## src/rtl/issue_rule_pkg.sv

```systemverilog
package issue_rule_pkg;
  typedef enum logic [1:0] {UNIT_L = 2'd0, UNIT_S = 2'd1, UNIT_M = 2'd2, UNIT_D = 2'd3} unit_e;
  typedef enum logic [1:0] {ACC_NONE = 2'd0, ACC_LOAD = 2'd1, ACC_STORE = 2'd2, ACC_RSVD = 2'd3} acc_e;
  localparam int NUM_RULES = 5;
endpackage

```

## src/rtl/mem_rules.sv

```systemverilog
module mem_rules
  import issue_rule_pkg::*;
#(
  parameter int NSLOT = 8,
  parameter int REG_W = 5
) (
  input  logic [NSLOT-1:0]       vld_i,
  input  logic [NSLOT-1:0]       side_i,
  input  logic [2*NSLOT-1:0]     unit_i,
  input  logic [2*NSLOT-1:0]     ls_i,
  input  logic [REG_W*NSLOT-1:0] base_i,
  input  logic [REG_W*NSLOT-1:0] data_i,
  output logic [NSLOT-1:0]       base_mask_o,
  output logic [NSLOT-1:0]       pair_mask_o
);
  logic [NSLOT-1:0] is_ld, is_st, data_f;
  logic [1:0]       ld_in_f, st_in_f;

  always_comb begin
    ld_in_f = '0;
    st_in_f = '0;
    for (int i = 0; i < NSLOT; i++) begin
      is_ld[i]  = vld_i[i] && acc_e'(ls_i[2*i +: 2]) == ACC_LOAD;
      is_st[i]  = vld_i[i] && acc_e'(ls_i[2*i +: 2]) == ACC_STORE;
      data_f[i] = data_i[REG_W*i + REG_W-1];
      if (is_ld[i]) ld_in_f[data_f[i]] = 1'b1;
      if (is_st[i]) st_in_f[data_f[i]] = 1'b1;
      base_mask_o[i] = (is_ld[i] || is_st[i]) && unit_e'(unit_i[2*i +: 2]) == UNIT_D &&
                       base_i[REG_W*i + REG_W-1] != side_i[i];
    end
    for (int i = 0; i < NSLOT; i++)
      pair_mask_o[i] = (is_ld[i] || is_st[i]) && ld_in_f[data_f[i]] && st_in_f[data_f[i]];
  end

  always_comb begin
    AST_LDST_PAIR: assert (pair_mask_o == '0 || $countones(pair_mask_o) >= 2) else $error("lone ld/st");
    for (int i = 0; i < NSLOT; i++)
      AST_BASE_D_ONLY: assert (!(base_mask_o[i] && unit_e'(unit_i[2*i +: 2]) != UNIT_D)) else $error("base on non-D");
  end
endmodule

```

## config.mk

```make
export PLATFORM = sky130hd
export DESIGN_NAME = mem_rules
export DESIGN_NICKNAME = d
export VERILOG_FILES = /design/src/rtl/issue_rule_pkg.sv /design/src/rtl/mem_rules.sv
export SDC_FILE = /design/constraint.sdc
export NUM_CORES = 1
export LEC_CHECK = 0
export BUFFER_PORTS_ARGS = -buffer_cell sky130_fd_sc_hd__buf_2
export CORE_ASPECT_RATIO = 2
export CORE_MARGIN = 3
export CORE_UTILIZATION = 30
export DETAILED_ROUTE_END_ITERATION = 6
export PLACE_DENSITY = 0.95
export REMOVE_ABC_BUFFERS = 1
export SLEW_MARGIN = 15
export SYNTH_ARGS = -nofsm -noshare
export SYNTH_HDL_FRONTEND = slang
export SYNTH_SLANG_ARGS = --single-unit
```

## constraint.sdc

```tcl
create_clock -name vclk -period 1.84
set_input_delay 0.092 -clock vclk [all_inputs]
set_output_delay 0.092 -clock vclk [all_outputs]
set_load 0.01 [all_outputs]
```

== Word-level counts from Yosys, hierarchy flattened ==
Index checks and enable logic that the tools add are counted.
Storage, ports and cells
  input bits: 128
  flip-flop bits (word level): 0
  output and inout port bits: 16
Operators by class
  reductions and logical operators: 64
  muxes and demuxes: 64
  bitwise gates (word level): 14
  magnitude comparators: 16
  equal/unequal tests: 32
Operators by type and width (count)
  $logic_and 1x1->1: 56
  $mux 1: 40
  $eq 2x2->1 const B: 16
  $mux 2: 16
  $or 2x2->2: 14
  $eq 2x1->1 const B: 8
  $lt 1x2->1 const B: 8
  $demux 1 s1: 8
  $ge 1x1->1 const B: 8
  $logic_or 1x1->1: 8
  $ne 1x1->1: 8

== Logic depth before layout (Yosys ltp) ==
  depth in word-level cells: 23
  depth in mapped cells: 6
  gate-level depth less buffers: 5

== Least setup slack after synthesis ==
OpenSTA, ideal clock, no wires.
  path type: input to output
  from: in ls_i[5]
  to: out pair_mask_o[0]
  cell stages on the path: 6
  path slack: 0.795 ns
  data required time: 1.748 ns
  arrival time: 0.953 ns
  path buffers: 1
  cell sequence: nand4b_1 -> nand4_1 -> or2_2 -> clkbuf_1 -> nand3_1 -> a21oi_1
On the way
  longest elaborated chain between the ends: 17
  elaborated cells on any way between the ends: 32
  those cells by class: eq/ne (2); mux (16); bitwise (10); reduce/logical (4)
RTL lines
  start: declaration: line mem_rules.sv:10  | input logic [2*NSLOT-1:0] ls_i,
  $eq 2x1->1: line mem_rules.sv:23  | is_ld[i] = vld_i[i] && acc_e'(ls_i[2*i +: 2]) == ACC_LOAD;
  $logic_and 1x1->1: line mem_rules.sv:23
  $mux 2: line mem_rules.sv:26  | if (is_ld[i]) ld_in_f[data_f[i]] = 1'b1;
  $or 2x2->2 (no source line)
  $mux 2: line mem_rules.sv:26
  $or 2x2->2 (no source line)
  $mux 2: line mem_rules.sv:26
  $or 2x2->2 (no source line)
  $mux 2: line mem_rules.sv:26
  $or 2x2->2 (no source line)
  $mux 2: line mem_rules.sv:26
  $or 2x2->2 (no source line)
  $mux 2: line mem_rules.sv:26
  $mux 1 (implied by the code) (2 in a row): line mem_rules.sv:32  | pair_mask_o[i] = (is_ld[i] || is_st[i]) && ld_in_f[data_f[i]] && st_in_f[data_f[i]];
  $logic_and 1x1->1: line mem_rules.sv:32
  $logic_and 1x1->1 *: line mem_rules.sv:32
  end: declaration: line mem_rules.sv:14  | output logic [NSLOT-1:0] pair_mask_o
Every way passes the cells marked *; elsewhere a longest branch is shown, timed or not. The select of a mux whose other input is x is not followed.

== Worst setup path in the final report ==
  from: in ls_i[6]
  to: out pair_mask_o[7]
On the way
  longest elaborated chain between the ends: 15
  elaborated cells on any way between the ends: 28
  those cells by class: eq/ne (2); mux (14); bitwise (8); reduce/logical (4)
RTL lines (line)
  $eq 2x1->1: mem_rules.sv:23
  $logic_and 1x1->1: mem_rules.sv:23
  $mux 2: mem_rules.sv:26
  $or 2x2->2 (no source line)
  $mux 2: mem_rules.sv:26
  $or 2x2->2 (no source line)
  $mux 2: mem_rules.sv:26
  $or 2x2->2 (no source line)
  $mux 2: mem_rules.sv:26
  $or 2x2->2 (no source line)
  $mux 2: mem_rules.sv:26
  $mux 1 (implied by the code) (2 in a row): mem_rules.sv:32
  $logic_and 1x1->1: mem_rules.sv:32
  $logic_and 1x1->1 *: mem_rules.sv:32
Marks and branches as above.

==> results by group <==
STA
  • Worst-Margin Slew: 0.418 ns
  • Rel. slew slack: 71.7%
  • Period utilization: 81.0%
  • Unrepaired setup endpoints after global routing: no
  • Final Max Slew Viols: 0
  • # setup viols final: 0
  • FMAX: 0.671 GHz
  • Final hold viol count: 0
  • TNS Setup: 0 ns
  • Minimum clock period: 1.49 ns

Route
  • Residual DRC: 0
  • Initial DRC Count: 30
  • Vias: 1218
  • WL final: 2.84 mm
  • Detail Route Antenna Nets: 0
  • Via/cell ratio: ~5.6
  • Routed wire per std cell: between 10 and 15 um
  • TritonRoute pass-1 iters: 4

Placement
  • Post-DP HPWL: 2.40 mm
  • Placer congestion estimate: 0.808
  • PortBufs: 80

Die
  • Die Wd: 42.6 um
  • Initial Util: 32.5%
  • Die Footprint: around 0.0034 mm^2
  • Die H: 79.1 um
  • I/O pin count: 144
  • Core box area: 0.00247 mm^2
  • # rows: 25

Synthesis
  • Yosys top cell area share: 17.5%
  • Netlist cell types: 18
  • Ys Warns: 0
  • Sequential fraction of the synthesis area: 0%
  • Largest family of logic cells by synthesized area: simple AND/OR/NAND/NOR gates
  • Syn Inst Count: 111
  • Mux share of post-synthesis cell area: 0%
  • Area leader, netlist: nand4b_1
  • Synth top area cells: nand4b_1 (17%), xor2_1 (17%), nand3_1 (10%), and4bb_2 (9.4%), nand3b_1 (7.5%)
  • Netlist area before placement: 802 um^2
  • Simple-Gate Fraction of Synth Area: 75.0%
  • Xor/xnor cell area share of the yosys netlist: around 17%
  • Syn_area_per_cell: 7.23 um^2
  • Synth Area in Compound Gates: 6.55%
  • Post-Synth Adder-Cell Area: 0%

Critical path
  • Crit-path max FO: 8
  • Startpoint types: input port
  • Worst Path Required: about 1.8 ns
  • CP endpoint: pair_mask_o[7]
  • WP data arrival: 1.40 ns
  • Worst Path Class, Setup: input port to primary output
  • Worst Setup SP: ls_i[6]
  • CP Capture Type: primary output

GRT
  • GRT Overall Usage: 15.7%
  • Vias in the first global route: 1131
  • Largest net degree at the start of global routing: 9
  • First-pass GRT wire length: between 4 and 5 mm
  • Initial antenna violation count: 0
  • GR Overflow Total: 0

Clocking
  • Hold_buf cts: 0
  • Post-CTS Resized: 0
  • Setup bufs post-CTS: 0

Final layout
  • FF/Latch Area: 0 um^2
  • Most frequent cells in the layout: buf_2 (80), xor2_1 (16), nand3_1 (16), nand4b_1 (16), nor2_1 (10)
  • Layout cell share with drive strength beyond 1: 48.7%
  • Final-layout clock buffer total: 0
  • Area delta synth->final: 53.2%
  • Most common cell after layout, fill and taps aside: buf_2
  • Filler cells: between 200 and 300
  • Sequential cell count: 0
  • Diode count: 0
  • # nets final: 319

Pwr
  • Seq pwr share: 0%
  • NetSw: roughly 0.14 mW
  • Combinational Power Share: 100.0%
  • Total Power: between 0.2 and 0.3 mW
  • Internal power: about 0.12 mW
  • Static Leakage: about 0.60 nW
  • Clock power share: 0%
  • Worst vdd ir: 109 uV
  • Sw Ratio: between 50 and 60%
  • Power per Cell Area: 212 mW/mm^2

Status
  • Status: completed

Worst hold path
  • Hold Crit Class: input port to primary output
  • Hold depth: 4

Flow run
  • Max-cap violations: 0
==> final cells by class <==
class,count,area [um^2],area share [%]
Timing Repair Buffer,80,400,32.6
Multi-Input combinational cell,109,795,64.7
Tap cell,27,33.8,2.75
==> worst max-delay path, stage by stage <==
cell      delay (ns)
buf_2           0.13
nor4bb_1        0.42
a31oi_1         0.11
nand3_2         0.20
nand3b_1        0.11
a21oi_1         0.17
buf_2           0.16
==> power groups by stage <==
| stage | clock, mW | combinational [mW] | sequential (mW) |
|---|---|---|---|
| global route | 0 | 0.289 | 0 |
| floorplan | 0 | 0.121 | 0 |
| global placement | 0 | 0.251 | 0 |
| detailed placement | 0 | 0.259 | 0 |
| finish | 0 | 0.260 | 0 |
| CTS | 0 | 0.260 | 0 |
==> cell usage after synthesis <==
cell type / count
nand3_1: 16
nand4b_1: 16
xor2_1: 16
nor2_1: 10
a21oi_1: 8
nand2_1: 8
nand3b_1: 8
and4bb_2: 6
nor4bb_1: 5
nand4_1: 4
and4bb_1: 3
nor4_2: 3
a31oi_1: 2
clkbuf_1: 2
nand2_2: 1
nand3_2: 1
or2_1: 1
or2_2: 1
==> stage by stage <==
step	setup slack (ns)	cell area, um^2	util [%]	std cells	hold WS [ns]
after floorplan	0.807	795	-	109	0.286
after global placement	0.415	1230	49.7	216	0.487
after detailed placement	0.352	1230	49.7	216	0.490
after CTS	0.340	1230	49.7	216	0.492
after global routing	0.240	1230	49.7	216	0.510
final	0.350	1230	49.7	216	0.488
==> routing by layer <==
layer,vias to the layer above,GRT usage [%],part of all wire [%]
li1,606,-,-
met1,542,17.8,36
met5,-,0,0
met4,0,4.05,0.81
met2,66,29.8,53
met3,4,1.59,10
==> how the worst min path moves through the flow <==
stage / to / slack [ns] / startpoint
after floorplan: base_mask_o[0] / 0.29 / unit_i[1]
after global placement: base_mask_o[1] / 0.49 / unit_i[3]
after detailed placement: base_mask_o[3] / 0.49 / unit_i[7]
after CTS: base_mask_o[3] / 0.49 / unit_i[7]
after global routing: base_mask_o[3] / 0.51 / unit_i[7]
final: base_mask_o[0] / 0.49 / unit_i[1]
==> cell families after synthesis <==
family,Yosys count
XOR/XNOR,16
AO/OA/AOI/OAI,10
buffers and inverters,2
AND/OR/NAND/NOR,83
(Power assumes the default switching activity.)
